`config.mk`:
```
export PLATFORM = sky130hd
export DESIGN_NAME = ctl_serial_port
export DESIGN_NICKNAME = d
export VERILOG_FILES = /design/src/rtl/csp_pkg.sv /design/src/rtl/csp_frame_timer.sv /design/src/rtl/csp_sync.sv /design/src/rtl/csp_shifter.sv /design/src/rtl/csp_regbank.sv /design/src/rtl/ctl_serial_port.sv
export SDC_FILE = /design/constraint.sdc
export NUM_CORES = 1
export LEC_CHECK = 0
export ABC_AREA = 1
export BUFFER_PORTS_ARGS = -buffer_cell sky130_fd_sc_hd__clkbuf_2
export CORE_ASPECT_RATIO = 1.2
export CORE_UTILIZATION = 60
export DETAILED_ROUTE_END_ITERATION = 10
export PLACE_DENSITY_LB_ADDON = 0.12
export RECOVER_POWER = 50
export SLEW_MARGIN = 20
export SYNTH_ARGS = -nofsm -noshare
export SYNTH_HDL_FRONTEND = slang
export SYNTH_SLANG_ARGS = --single-unit
```
`constraint.sdc`:
```
create_clock -name clk -period 3.9 [get_ports clk]
set_clock_uncertainty 0.05 [all_clocks]
set_input_delay 0.585 -clock clk [delete_from_list [all_inputs] [get_ports clk]]
set_output_delay 0.585 -clock clk [all_outputs]
set_load 0.02 [all_outputs]
```
`src/rtl/csp_pkg.sv`:
```
package csp_pkg;
  localparam int CSP_FRAME_CYCLES  = 2560;
  localparam int CSP_WINDOW_CYCLES = 1280;
  localparam int CSP_WORD_W        = 16;
  localparam int CSP_IDX_W         = 3;
  localparam int CSP_NUM_REGS      = 6;
  localparam int CSP_HS_PULSES     = 4;
  localparam int CSP_SYNC_STAGES   = 2;

  typedef enum logic {HS_WAIT = 1'b0, HS_DONE = 1'b1} hs_state_t;
endpackage

```
`src/rtl/csp_frame_timer.sv`:
```
module csp_frame_timer #(
  parameter int FRAME_CYCLES  = 2560,
  parameter int WINDOW_CYCLES = 1280
) (
  input  logic clk,
  input  logic rst,
  output logic frame_rdy_n_o,
  output logic win_o
);
  localparam int CNT_W = $clog2(FRAME_CYCLES);

  logic [CNT_W-1:0] cnt_q;
  logic [CNT_W-1:0] cnt_nxt;

  always_comb begin
    if (cnt_q == CNT_W'(FRAME_CYCLES - 1)) cnt_nxt = '0;
    else                                    cnt_nxt = cnt_q + 1'b1;
  end

  always_ff @(posedge clk) begin
    if (rst) begin
      cnt_q         <= CNT_W'(FRAME_CYCLES - 1);
      frame_rdy_n_o <= 1'b1;
    end else begin
      cnt_q         <= cnt_nxt;
      frame_rdy_n_o <= (cnt_nxt >= CNT_W'(WINDOW_CYCLES));
    end
  end

  assign win_o = ~frame_rdy_n_o;
endmodule

```
`src/rtl/csp_sync.sv`:
```
module csp_sync #(
  parameter int W      = 2,
  parameter int STAGES = 2
) (
  input  logic         clk,
  input  logic         rst,
  input  logic [W-1:0] d_i,
  output logic [W-1:0] q_o
);
  logic [W-1:0] stage_q [STAGES];

  always_ff @(posedge clk) begin
    if (rst) begin
      for (int s = 0; s < STAGES; s++) stage_q[s] <= '0;
    end else begin
      stage_q[0] <= d_i;
      for (int s = 1; s < STAGES; s++) stage_q[s] <= stage_q[s-1];
    end
  end

  assign q_o = stage_q[STAGES-1];
endmodule

```
`src/rtl/csp_shifter.sv`:
```
module csp_shifter #(
  parameter int WORD_W = 16
) (
  input  logic              clk,
  input  logic              rst,
  input  logic              win_i,
  input  logic              en_i,
  input  logic              rise_i,
  input  logic              bit_i,
  output logic              word_vld_o,
  output logic [WORD_W-1:0] word_o
);
  localparam int BC_W = $clog2(WORD_W + 1);

  logic [WORD_W-1:0] sh_q;
  logic [BC_W-1:0]   bc_q;
  logic [WORD_W-1:0] sh_nxt;

  assign sh_nxt = {sh_q[WORD_W-2:0], bit_i};

  always_ff @(posedge clk) begin
    if (rst) begin
      sh_q       <= '0;
      bc_q       <= '0;
      word_vld_o <= 1'b0;
      word_o     <= '0;
    end else begin
      word_vld_o <= 1'b0;
      if (!win_i) begin
        bc_q <= '0;
      end else if (rise_i && en_i) begin
        sh_q <= sh_nxt;
        if (bc_q == BC_W'(WORD_W - 1)) begin
          bc_q       <= '0;
          word_vld_o <= 1'b1;
          word_o     <= sh_nxt;
        end else begin
          bc_q <= bc_q + 1'b1;
        end
      end
    end
  end
endmodule

```
`src/rtl/csp_regbank.sv`:
```
module csp_regbank #(
  parameter int WORD_W   = 16,
  parameter int IDX_W    = 3,
  parameter int NUM_REGS = 6
) (
  input  logic                              clk,
  input  logic                              rst,
  input  logic                              wr_i,
  input  logic [WORD_W-1:0]                 word_i,
  output logic                              bad_idx_o,
  output logic [NUM_REGS*(WORD_W-IDX_W)-1:0] reg_flat_o
);
  localparam int PW = WORD_W - IDX_W;

  logic [IDX_W-1:0] idx;
  logic [PW-1:0]    payload;
  logic             idx_ok;

  assign idx     = word_i[WORD_W-1 -: IDX_W];
  assign payload = word_i[PW-1:0];
  assign idx_ok  = ({1'b0, idx} < (IDX_W+1)'(NUM_REGS));

  always_ff @(posedge clk) begin
    if (rst) bad_idx_o <= 1'b0;
    else     bad_idx_o <= wr_i && !idx_ok;
  end

  for (genvar i = 0; i < NUM_REGS; i++) begin : g_reg
    logic [PW-1:0] r_q;
    always_ff @(posedge clk) begin
      if (rst)                                   r_q <= '0;
      else if (wr_i && idx == IDX_W'(i))         r_q <= payload;
    end
    assign reg_flat_o[i*PW +: PW] = r_q;
  end
endmodule

```
`src/rtl/ctl_serial_port.sv`:
```
module ctl_serial_port
  import csp_pkg::*;
#(
  parameter int FRAME_CYCLES  = CSP_FRAME_CYCLES,
  parameter int WINDOW_CYCLES = CSP_WINDOW_CYCLES,
  parameter int WORD_W        = CSP_WORD_W,
  parameter int IDX_W         = CSP_IDX_W,
  parameter int NUM_REGS      = CSP_NUM_REGS,
  parameter int HS_PULSES     = CSP_HS_PULSES,
  parameter int SYNC_STAGES   = CSP_SYNC_STAGES
) (
  input  logic                                clk,
  input  logic                                rst,
  input  logic                                strobe_i,
  input  logic                                data_i,
  output logic                                frame_rdy_n_o,
  output logic                                ready_o,
  output logic                                bad_idx_o,
  output logic [NUM_REGS*(WORD_W-IDX_W)-1:0]  reg_flat_o
);
  localparam int HS_W = $clog2(HS_PULSES + 1);

  logic              win;
  logic [1:0]        sync_q;
  logic              strb_s, data_s, strb_prev, rise;
  logic              word_vld;
  logic [WORD_W-1:0] word;
  hs_state_t         hs_q;
  logic [HS_W-1:0]   hs_cnt_q;

  csp_frame_timer #(.FRAME_CYCLES(FRAME_CYCLES), .WINDOW_CYCLES(WINDOW_CYCLES)) u_timer (
    .clk(clk), .rst(rst), .frame_rdy_n_o(frame_rdy_n_o), .win_o(win));

  csp_sync #(.W(2), .STAGES(SYNC_STAGES)) u_sync (
    .clk(clk), .rst(rst), .d_i({strobe_i, data_i}), .q_o(sync_q));

  assign strb_s = sync_q[1];
  assign data_s = sync_q[0];

  always_ff @(posedge clk) begin
    if (rst) strb_prev <= 1'b0;
    else     strb_prev <= strb_s;
  end
  assign rise = strb_s & ~strb_prev;

  always_ff @(posedge clk) begin
    if (rst) begin
      hs_q     <= HS_WAIT;
      hs_cnt_q <= '0;
    end else if (hs_q == HS_WAIT && rise) begin
      if (hs_cnt_q == HS_W'(HS_PULSES - 1)) hs_q <= HS_DONE;
      else                                  hs_cnt_q <= hs_cnt_q + 1'b1;
    end
  end
  assign ready_o = (hs_q == HS_DONE);

  csp_shifter #(.WORD_W(WORD_W)) u_shift (
    .clk(clk), .rst(rst), .win_i(win), .en_i(ready_o), .rise_i(rise),
    .bit_i(data_s), .word_vld_o(word_vld), .word_o(word));

  csp_regbank #(.WORD_W(WORD_W), .IDX_W(IDX_W), .NUM_REGS(NUM_REGS)) u_bank (
    .clk(clk), .rst(rst), .wr_i(word_vld), .word_i(word),
    .bad_idx_o(bad_idx_o), .reg_flat_o(reg_flat_o));
endmodule

```
==> results, run 1 <==
- The run finished, with violations left.
- The final reports fail on max-capacitance violations, max-slew violations.
- The die covers 8895 um^2.
- Counting flops with a built-in enable in the synthesized netlist gives 0.
- The worst pin sits at a relative slew slack of -0.3084.
- The cell count of the worst reg-to-reg path is 6.
- The cell count of the worst hold path is 3.
- Counting along the longest clock path gives a buffer depth of 2.
- The synthesized-area fraction occupied by ao, oa, aoi and oai cells was 0.1317.
- The post-DP HPWL is 7421 um.
- The register clock-pin slew on the reported worst setup and hold paths is 0.06 ns.
- Before CTS, the worst setup slack after placement is 2.036 ns.
- The number of remaining DRC errors is 0.
- The XOR/XNOR share of the synthesized area is 0.008566.
- The tree is rooted in a sky130_fd_sc_hd__clkbuf_8.
- For this run the aggregate overflow at the end of global routing stands at 0.
- The combined area of all synthesized cells is 5112 um^2.
- The starting density of the core is 0.6236.
- The max-slew violation count is 40.
- The number of diodes is 0.
- The number of antenna violations at the first check in global routing is 0.
- The critical path class is in2reg.
- Dividing the detail-routed wire length by the instance count gives 14.34 um.
- The count of cells in the finished layout, fillers not included, comes to 845.
- The total nets after synthesis is 654.
- In this run, synthesis produced a sequential element count of 138.
- The die width is 86.27 um.
- The clock sink count is 138.
- The CTS buffer count is 17.
- Averaged over all synthesized cells, the footprint is 7.914 um^2.
- The termination of the worst setup path is u_shift.bc_q[0]$_SDFFE_PP0P_.
- The required time at the endpoint of the critical path is 4.25 ns.
- The total routing resource utilization after global routing is 0.2806.
- The transition time at the pin with the least slew margin is 1.963 ns.
- The total detailed-routing wirelength is 12120 um.
- The floorplan has 36 rows.
- The layout has 665 filler cells.
- The H-tree depth is 4.
- Adding up every negative setup slack in the final design gives 0 ns.
- IR analysis of the VDD net gives a maximum drop of 0.4099 mV.
- The worst reg2reg path startpoint is u_shift.word_o[15]$_SDFFE_PP0P_.
- The count of mapped cells out of synthesis is 646.
- The maximum fanout along the worst path is 39.
- The via count of the first global-routing pass is 3921.
- The register-to-register path setup slack is 2.00 ns.
- The total count of hold-check failures in the final report was 0.
- Of the available clock period, the critical path in the final layout requires 0.5531.
- The multiplexer area fraction after synthesis is 0.
- The predominant post-synthesis flop cell is sky130_fd_sc_hd__dfxtp_1.
- In this run the critical register-to-register path is captured at u_bank.g_reg[1].r_q[1]$_SDFFE_PP0P_.
- The number of distinct library cells after synthesis is 29.
- The simple-gate area share of the yosys netlist is 0.2482.
- Counting tap cells, the placed design contains a total of 814 instances.
- In the post-route analysis, the smallest setup slack over all paths is 1.743 ns.
- Across all layers, the routed design uses 4520 vias.
- The worst setup path is launched from an input port.
- Entering global routing, the biggest net connects 49 pins.
- From synthesis to final layout, the design area changed by 18.45%.
- The number of iterations in the first detailed-routing pass is 5.
- The total power per unit cell area is 581.4 nW/um^2.
- Counting flops with an async set or reset pin after synthesis yields a share of 0.
- The detailed router finished its first iteration with 376 violations.
- In the routed layout, each cell is associated on average with a via count of 5.349.
- At the end of the flow, the number of nets in the layout was 727.
- The highest clock frequency the design can meet is 463.6 MHz.
- The commonest non-fill, non-tap cell in the layout is sky130_fd_sc_hd__nor2_1.
- The dominant combinational cell family by area after synthesis is simple AND/OR/NAND/NOR gates.
- The source of the critical timing path is rst.
- The arrival time reported for the critical path endpoint is 2.51 ns.
- TritonCTS built the clock tree.
- The proportion of layout cells with a drive suffix above 1 is 0.1053.
- Once detail routing completed, the nets flagged for antenna violations numbered 0.
- The number of buffers inserted by post-CTS setup repair is 0.
- Measured along the y axis, the die boundary spans 103.1 um.
- The top cell types in the final layout, fill and taps aside, are 180 x sky130_fd_sc_hd__nor2_1, 138 x sky130_fd_sc_hd__dfxtp_1, 86 x sky130_fd_sc_hd__o21ai_0.
- The core area is 8198 um^2.
- The number of violations of the max-capacitance limit is 1.
- The total of hold buffers inserted after clock tree synthesis is 0.
- Setup violations remaining at the end of the flow were counted as 0.
- The first global-routing pass estimated 18770 um of wire.
- The global placer's final weighted congestion is 0.7742.
- The final critical delay including setup and external delays is 2.157 ns.
- The clock latency on the worst-skew pair is 0.52 ns.
- The cell leakage power is 0.002569 uW.
- Once the clock tree was built, the resizer swapped 0 gates to a different size.
- Pin placement for this block handled 85 I/O pins.
- The port buffer count is 84.
- STA classifies the critical path endpoint as a flop.
- Setup repair after global routing left no endpoint under its margin.
- Of the synthesized area, sequential elements account for 0.5404.
- In this run the most critical hold path is launched from data_i.
- The number of warnings issued by yosys is 0.
- The class of the most critical hold timing path is in2reg.
- Of the total synthesized cell area, the portion taken by full adders, half adders and majority gates is 0.009790.
## synth_stat cells (all sizes together) (2+ instances only)
cell type,instances,area [um^2]
dfxtp,138,2763
a211oi,2,15.01
clkbuf,13,48.80
nand4,5,37.53
nand2,87,349.1
nand3,26,130.1
nor2,185,730.7
inv,34,130.1
xor2,3,26.28
ha,4,50.05
nor3,3,15.01
xnor2,2,17.52
o21ai,86,430.4
buf,19,135.1
a21oi,38,227.7
## state kept, by name, summed over array words and instances (netlist names)
register,flops
u_sync.stage_q,4
u_timer.cnt_q,12
u_bank.g.r_q,78
u_shift.word_vld_o,1
u_shift.word_o,16
hs_cnt_q,3
ready_o,1
u_bank.bad_idx_o,1
u_shift.sh_q,15
strb_prev,1
u_shift.bc_q,5
u_timer.frame_rdy_n_o,1
## layout make-up
type	count	area (um^2)	share of cell area
clock buffers	18	417.9	0.06901
multi-input cells	442	2036	0.3362
well taps	114	142.6	0.02355
repair buffers	86	365.4	0.06033
clock inverters	13	201.4	0.03326
inverters	34	130.1	0.02149
flip-flops and latches	138	2763	0.4562
## worst min-delay path by stage
stage	end	slack, ns
6_report	u_sync.stage_q[0][0]$_SDFF_PP0_	0.20
5_1_grt	u_sync.stage_q[0][0]$_SDFF_PP0_	0.18
4_1_cts	u_sync.stage_q[0][0]$_SDFF_PP0_	0.18
3_5_place_dp	u_sync.stage_q[0][2]$_SDFF_PP0_	0.35
3_3_place_gp	u_sync.stage_q[0][2]$_SDFF_PP0_	0.34
2_1_floorplan	u_sync.stage_q[0][2]$_SDFF_PP0_	0.34
## cell families (layout without fill, tap and decap cells)
family,Yosys count,count (layout)
simple gates,307,307
fa+ha+maj,4,4
buf+inv,66,151
compound gates,126,126
xor+xnor,5,5
flops,138,138
## per-layer routing
layer	track usage	share of wire
met1	0.3345	0.42
met4	0.09615	0.014
met2	0.4902	0.51
met5	0	0
met3	0.07526	0.058
## worst max-delay path: stages
cell and delay, ns:
sky130_fd_sc_hd__clkbuf_1 0.09, sky130_fd_sc_hd__clkbuf_1 1.41, sky130_fd_sc_hd__nor2_1 0.13, sky130_fd_sc_hd__inv_1 0.21, sky130_fd_sc_hd__a211oi_1 0.07
## per-stage QoR
step | instance area, um^2 | util | total power (uW) | hold WS, ns
4_1_cts | 6138 | 0.7488 | 3533 | 0.1792
6_report | 6056 | 0.7387 | 3521 | 0.2027
2_1_floorplan | 5112 | - | 1800 | 0.3383
5_1_grt | 6056 | 0.7387 | 3654 | 0.1846
3_5_place_dp | 5519 | 0.6732 | 1867 | 0.3470
3_3_place_gp | 5519 | 0.6732 | 1855 | 0.3414
## power breakdown
group / internal (uW) / total (uW) / switching (uW)
combinational: 114 / 336 / 222
sequential: 1470 / 1520 / 50.6
clock: 1090 / 1670 / 575
Note: power is estimated with default switching activity, not from simulation.
==> run 2: changes to the inputs <==
CORE_UTILIZATION = 55   (was 60)
clock period = 2 ns   (was 3.9 ns; I/O delays follow)
==> run 2 against run 1 <==
Effect of this change: the run still ends with max-capacitance violations, max-slew violations left; via count is 2.9% lower; sequential power is 94% higher; hold slack worse by 0.085 ns; final cell count is 1.4% higher; wire length is 3.1% lower; clock power is 59% higher; critical path type is now reg2reg; largest cell class unchanged.
==> results, run 2 (synthesis results as in run 1) <==
- The run finished, with violations left.
- The final reports fail on max-capacitance violations, max-slew violations.
- For this run the aggregate overflow at the end of global routing stands at 0.
- The tightest min-delay check is of the in2reg type.
- Measured along the y axis, the die boundary spans 107.6 um.
- Setup violations remaining at the end of the flow were counted as 0.
- The number of antenna violations at the first check in global routing is 0.
- Setup repair after global routing left no endpoint under its margin.
- The area enclosed by the die boundary is 9686 um^2.
- For this run, the share of the core covered by cells in the final layout is 0.6626.
- The final layout contains routed wiring with a total length of 11740 um.
- The post-DP HPWL is 7612 um.
- STA puts the critical path data required time at 2.35 ns.
- The internal power component is 4703 uW.
- The critical path class is reg2reg.
- The capture point of the worst reg-to-reg path is u_bank.g_reg[3].r_q[11]$_SDFFE_PP0P_.
- The CTS buffer count is 17.
- The first global-routing pass estimated 18600 um of wire.
- The maximum number of pins on one net before global-route repair is 51.
- The number of antenna diodes in the final layout is 0.
- Of the available clock period, the critical path in the final layout requires 0.8879.
- For hold timing, the worst endpoint is u_sync.stage_q[0][1]$_SDFF_PP0_.
- Of the total power, the share spent switching nets is 0.2436.
- The die is 90.01 um wide.
- The initialized floorplan defines 38 standard-cell rows.
- Across every metal layer, demand over resource in global routing totals 0.2492.
- The share of total power dissipated in sequential elements is 0.475.
- The maximum fanout along the worst path is 14.
- The number of remaining DRC errors is 0.
- The global placer's final weighted congestion is 0.7938.
- The worst min-delay path startpoint is rst.
- Clock tree synthesis selected as its root buffer the cell sky130_fd_sc_hd__clkbuf_8.
- The max-slew violation count is 32.
- The share of total power dissipated in combinational logic is 0.100.
- The area occupied by multi-input gates is 2012 um^2.
- From synthesis to final layout, the design area changed by 17.08%.
- For the worst flop-to-flop path, the logic depth is 6.
- The analysis attributes to cell leakage a power of 0.002565 uW.
- STA classifies the critical path endpoint as a flop.
- 85 I/O pins were placed.
- The tightest hold path in the finished design has a slack of 0.1175 ns.
- In this run the number of H-tree levels came out at 4.
- STA puts the critical path data arrival time at 2.12 ns.
- The number of resized instances in the post-cts repair step is 0.
- At the pin with the least slew margin, the transition time is 1.575 ns.
- After clock tree synthesis, the setup repair step added 0 buffers.
- The clock net in this run drives a total of 138 sinks.
- The via count of the first global-routing pass is 3930.
- The clock passes through at most 2 buffers.
- The total power per unit cell area is 1039 nW/um^2.
- The highest clock frequency the design can meet is 563.1 MHz.
- The worst max-slew margin expressed relative to the limit is -0.04993.
- The number of iterations in the first detailed-routing pass is 5.
- The register with the most flip-flops in the layout has 78 of them.
- The number of vias in the routed layout is 4387.
- The total count of hold-check failures in the final report came to 0.
- For the finished layout, the period the worst path requires is 1.776 ns.
- Leaving out fill and tap cells, the most frequent cell in the layout is sky130_fd_sc_hd__nor2_1.
- Dividing the detail-routed via count by the number of cells gives 5.119.
- The worst reg2reg path startpoint is u_shift.word_o[15]$_SDFFE_PP0P_.
- The nature of the critical path startpoint is a flop.
- Across the run, the number of max-cap violations was 1.
- The starting density of the core is 0.5659.
- The setup total negative slack is 0 ns.
- The clock share of power is 0.426.
- The cell count of the worst hold path is 2.
- The register-to-register path setup slack is 0.22 ns.
- The detail route stage leaves a number of antenna-violating nets equal to 0.
- Leaving out fill and tap cells, the most frequent cells in the layout are 182 x sky130_fd_sc_hd__nor2_1, 138 x sky130_fd_sc_hd__dfxtp_1, 86 x sky130_fd_sc_hd__o21ai_0.
- The maximum VDD drop is 0.7203 mV.
- The routed wirelength normalized by instance count is 13.70 um.
- The net load switching power is 1515 uW.
- For this run, the post-layout net count is 735.
- The starting DRC count in detailed routing is 248.
- The register with the most flip-flops is u_bank.g.r_q.
- In the final layout, the registers with the most flip-flops are u_bank.g.r_q x78, u_shift.word_o x16, u_shift.sh_q x15.
- The proportion of layout cells with a drive suffix above 1 is 0.1085.
- Summing all flip-flop and latch instances after layout gives 2763 um^2.
- TritonCTS built the clock tree.
- The number of fill cells in the layout is 821.
- Clock-pin slew was measured on the worst setup and hold paths at 0.05 ns.
- The floorplan step defined a core boundary enclosing 9034 um^2.
- In this run the tool buffered the top-level ports with 84 buffer cells.
- The clock latency on the worst-skew pair is 0.51 ns.
run 2: worst max path at each step:
stage                                     from                                   end  slack, ns  cells after the start
6_report       u_shift.word_o[15]$_SDFFE_PP0P_  u_bank.g_reg[3].r_q[11]$_SDFFE_PP0P_       0.22                      6
4_1_cts        u_shift.word_o[15]$_SDFFE_PP0P_  u_bank.g_reg[3].r_q[11]$_SDFFE_PP0P_       0.24                      6
3_3_place_gp   u_shift.word_o[15]$_SDFFE_PP0P_   u_bank.g_reg[3].r_q[7]$_SDFFE_PP0P_       0.37                      6
2_1_floorplan     u_shift.bc_q[0]$_SDFFE_PP0P_        u_shift.word_o[7]$_SDFFE_PP0P_       0.64                      9
3_5_place_dp   u_shift.word_o[15]$_SDFFE_PP0P_   u_bank.g_reg[3].r_q[7]$_SDFFE_PP0P_       0.27                      6
5_1_grt        u_shift.word_o[15]$_SDFFE_PP0P_  u_bank.g_reg[3].r_q[10]$_SDFFE_PP0P_      0.004                      6
run 2: final cells by class:
class / count / share of cell area
flip-flops and latches: 138 / 0.4615
inverters: 34 / 0.02174
well taps: 120 / 0.02508
clock inverters: 3 / 0.002508
repair buffers: 94 / 0.07149
multi-input cells: 442 / 0.3361
clock buffers: 26 / 0.08152
run 2: critical path: stages, from the launching register on:
cell	delay, ns
sky130_fd_sc_hd__dfxtp_1	0.32
sky130_fd_sc_hd__inv_1	0.08
sky130_fd_sc_hd__nand2_1	0.08
sky130_fd_sc_hd__nor2_1	0.52
sky130_fd_sc_hd__inv_1	0.38
sky130_fd_sc_hd__nor2_1	0.19
sky130_fd_sc_hd__nor2_1	0.06
run 2: per-stage QoR:
step | total power (uW) | setup WS [ns] | cells | area [um^2]
detailed placement | 3644 | 0.2685 | 826 | 5559
floorplan | 3511 | 0.6419 | 646 | 5112
global route | 6496 | 0.003920 | 857 | 5986
CTS | 6289 | 0.2449 | 857 | 6082
finish | 6218 | 0.2241 | 857 | 5986
global placement | 3613 | 0.3692 | 826 | 5559
run 2: timing repair:
action                                 in CTS  in global routing
setup endpoints to repair                   0                  0
hold buffers                                2                  0
endpoints found under the hold margin       2                  0
run 2: per-layer routing:
layer / GRT usage / part of all wire
met1: 0.2971 / 0.44
met2: 0.4335 / 0.49
met4: 0.09908 / 0.017
met5: 0 / 0
met3: 0.05932 / 0.051
run 2: power groups by stage:
stage | Sequential (uW) | Combinational [uW] | Clock [uW]
finish | 2950 | 619 | 2650
global route | 2960 | 705 | 2830
CTS | 2950 | 642 | 2690
detailed placement | 3010 | 636 | 0
global placement | 3010 | 606 | 0
floorplan | 3000 | 509 | 0
==> run 3: changes to the inputs <==
CORE_UTILIZATION = 50   (was 55)
clock period = 1.6 ns   (was 2 ns; I/O delays follow)
==> run 3 against run 2 <==
Effect of this change: the flow now finishes without violations; hold slack gained 0.071 ns; wire length shrank 0.10%; die area grew 9.8%; via count shrank 0.91%; final cell count grew 1.6%; critical path type unchanged; critical endpoint is now u_shift.word_o[2]$_SDFFE_PP0P_; largest cell class unchanged; largest power group is now clock.
==> results, run 3 (synthesis results as in run 1) <==
- At the pin with the least slew margin, the transition time is 0.6636 ns.
- The site row count is 40.
- In this run the tightest slew margin relative to its limit is 0.5576.
- The root buffer cell chosen for the clock tree is sky130_fd_sc_hd__clkbuf_16.
- The worst reg2reg path startpoint is u_sync.stage_q[0][3]$_SDFF_PP0_.
- The final critical delay including setup and external delays is 1.461 ns.
- The nature of the critical path startpoint is a flop.
- The post-DP HPWL is 7766 um.
- Setup violations remaining at the end of the flow were counted as 0.
- The proportion of layout cells with a drive suffix above 1 is 0.1007.
- For this run, the post-layout net count is 740.
- The clock sink count is 138.
- The worst min-delay path startpoint is rst.
- Leaving out fill and tap cells, the most frequent cell in the layout is sky130_fd_sc_hd__nor2_1.
- Among all stages on the critical path, the largest delay is contributed by sky130_fd_sc_hd__dfxtp_1.
- After detailed routing, the number of remaining DRC violations is 0.
- Setup slack on the worst reg-to-reg path comes out at 0.14 ns.
- The max-slew violation count is 0.
- The number of antenna violations at the first check in global routing came to 0.
- The required time at the endpoint of the critical path is 1.87 ns.
- The later pin in the worst-skew pair is clocked with a latency of 0.41 ns.
- The number of fill cells in the layout is 931.
- The routed wirelength normalized by instance count is 13.46 um.
- The H-tree depth is 4.
- The floorplan step defined a die boundary enclosing 10630 um^2.
- The share of the clock period used by the worst path is 0.9129.
- The core area is 9960 um^2.
- The library cells used most frequently in the layout, excluding fill and tap cells, are 179 x sky130_fd_sc_hd__nor2_1, 137 x sky130_fd_sc_hd__dfxtp_1, 85 x sky130_fd_sc_hd__o21ai_0.
- The register with the most flip-flops in the layout has 78 of them.
- The critical path capture point type is a flop.
- The cell leakage power is 0.002560 uW.
- In this run the worst path has a maximum fanout of 19.
- In the routed layout, each cell is associated on average with a via count of 4.991.
- The global placer's final weighted congestion is 0.8254.
- The TritonCTS clock tree is built.
- The total power per unit cell area is 1353 nW/um^2.
- The first TritonRoute pass finished after 4 iterations.
- Max-cap violations in this run came to 0.
- The cell count of the worst hold path is 2.
- The number of nets still failing antenna checks after routing is 0.
- The first global-routing pass estimated 18430 um of wire.
- The design draws 8302 uW.
- The endpoint identified for the worst register-to-register timing path is u_shift.word_o[2]$_SDFFE_PP0P_.
- The area of placed instances is 5617 um^2.
- Compared with the post-synthesis result, the final layout area differs by 20.02%.
- The area of all placed cells without fillers is 6136 um^2.
- For this configuration, the core starts out at a cell density of 0.5133.
- The clock passes through at most 2 buffers.
- The register clock-pin slew on the reported worst setup and hold paths is 0.06 ns.
- The total grt overflow is 0.
- The total count of hold-check failures in the final report was 0.
- For this block, the initial DRC count from the detailed router was 187.
- The total detailed-routing wirelength is 11730 um.
- The flow ran to the end, and the final reports show no timing, DRC or antenna violations.
- 0 antenna diodes ended up in the layout.
- The critical path is of the reg2reg type.
- The register with the most flip-flops is u_bank.g.r_q.
- Across the VDD grid, the largest voltage drop is 0.8497 mV.
- The worst-case hold path end point is u_shift.sh_q[2]$_SDFFE_PP0P_.
- For this run, the top clock speed supported by timing is 684.6 MHz.
- On the worst path, the slowest cell contributes a delay of 0.31 ns.
- The via count of the first global-routing pass was 3762.
- The die width is 94.31 um.
- Measured in cells, the most critical reg-to-reg path has a length of 7.
- Setup repair after global routing left no endpoint under its margin.
- Data arrives at the worst endpoint at 1.73 ns.
- In this run the worst hold path is classified as in2reg.
- The die extent in y is 112.8 um.
- The number of buffers inserted by post-CTS setup repair is 0.
- During placement, the flow inserted port buffers numbering 84.
- Walking the worst path, the cells encountered are inv_1 -> nor2_4 -> nand2_4 -> nor2_8 -> buf_4 -> nand3_1 -> a21oi_1.
- The maximum number of pins on one net before global-route repair is 52.
- For this run, the total global-route usage over all layers was measured as 0.2291.
- The CTS buffer count is 17.
- The detailed router placed 4347 vias in this run.
- The largest registers in the layout are u_bank.g.r_q x78, u_shift.word_o x16, u_shift.sh_q x15.
- The top-level port count is 85.
## run 3: report_power, final
part | switching [uW] | leakage [uW] | internal (uW)
clock network | 1430 | 0.000280 | 2400
registers | 117 | 0.00112 | 3570
logic | 501 | 0.00116 | 283
## run 3: area by class of cell
class,instances,area (um^2),area share
Multi-Input combinational cell,442,2043,0.3330
Clock buffer,20,466.7,0.07606
Tap cell,126,157.7,0.02569
Clock inverter,12,122.6,0.01998
Timing Repair Buffer,99,451.7,0.07361
Sequential cell,138,2764,0.4504
Inverter,34,130.1,0.02121
## run 3: worst max-delay path, delay by kind of cell (launching register included)
family,cells,cell delay [ns]
compound gates,1,0.16
buf+inv,2,0.34
simple gates,4,0.52
flops,1,0.31
## run 3: how the worst max path moves through the flow
stage	from	endpoint	cells past startpoint
after floorplan	u_shift.bc_q[0]$_SDFFE_PP0P_	u_shift.word_o[7]$_SDFFE_PP0P_	9
after global placement	u_shift.word_o[15]$_SDFFE_PP0P_	u_bank.g_reg[3].r_q[6]$_SDFFE_PP0P_	6
after detailed placement	u_shift.word_o[15]$_SDFFE_PP0P_	u_bank.g_reg[3].r_q[5]$_SDFFE_PP0P_	6
after CTS	u_shift.bc_q[0]$_SDFFE_PP0P_	u_shift.word_o[2]$_SDFFE_PP0P_	8
after global routing	u_shift.bc_q[1]$_SDFFE_PP0P_	u_shift.word_o[9]$_SDFFE_PP0P_	8
final	u_sync.stage_q[0][3]$_SDFF_PP0_	u_shift.word_o[2]$_SDFFE_PP0P_	7
## run 3: metrics by stage
step	setup slack, ns	utilization	hold slack, ns	std cells	setup TNS, ns
finish	0.1393	0.6161	0.1886	871	0
global route	0.01054	0.6161	0.2010	871	0
CTS	0.07656	0.6254	0.07553	871	0
detailed placement	-0.1834	0.5639	0.3477	837	-2.153
global placement	-0.02781	0.5639	0.3516	837	-0.3040
floorplan	0.2419	-	0.2970	646	0
## run 3: routing by layer
layer | share of wire | global-route usage | vias to the layer above
li1 | - | - | 2242
met1 | 0.44 | 0.2879 | 1984
met2 | 0.49 | 0.3783 | 108
met3 | 0.059 | 0.05712 | 13
met4 | 0.014 | 0.08308 | 0
met5 | 0 | 0 | -
## run 3: timing repair
item | 4_1_cts | 5_1_grt
gates resized for setup | 1 | 4
hold buffers | 2 | 0
hold endpoints to repair | 2 | 0
setup endpoints to repair | 13 | 29
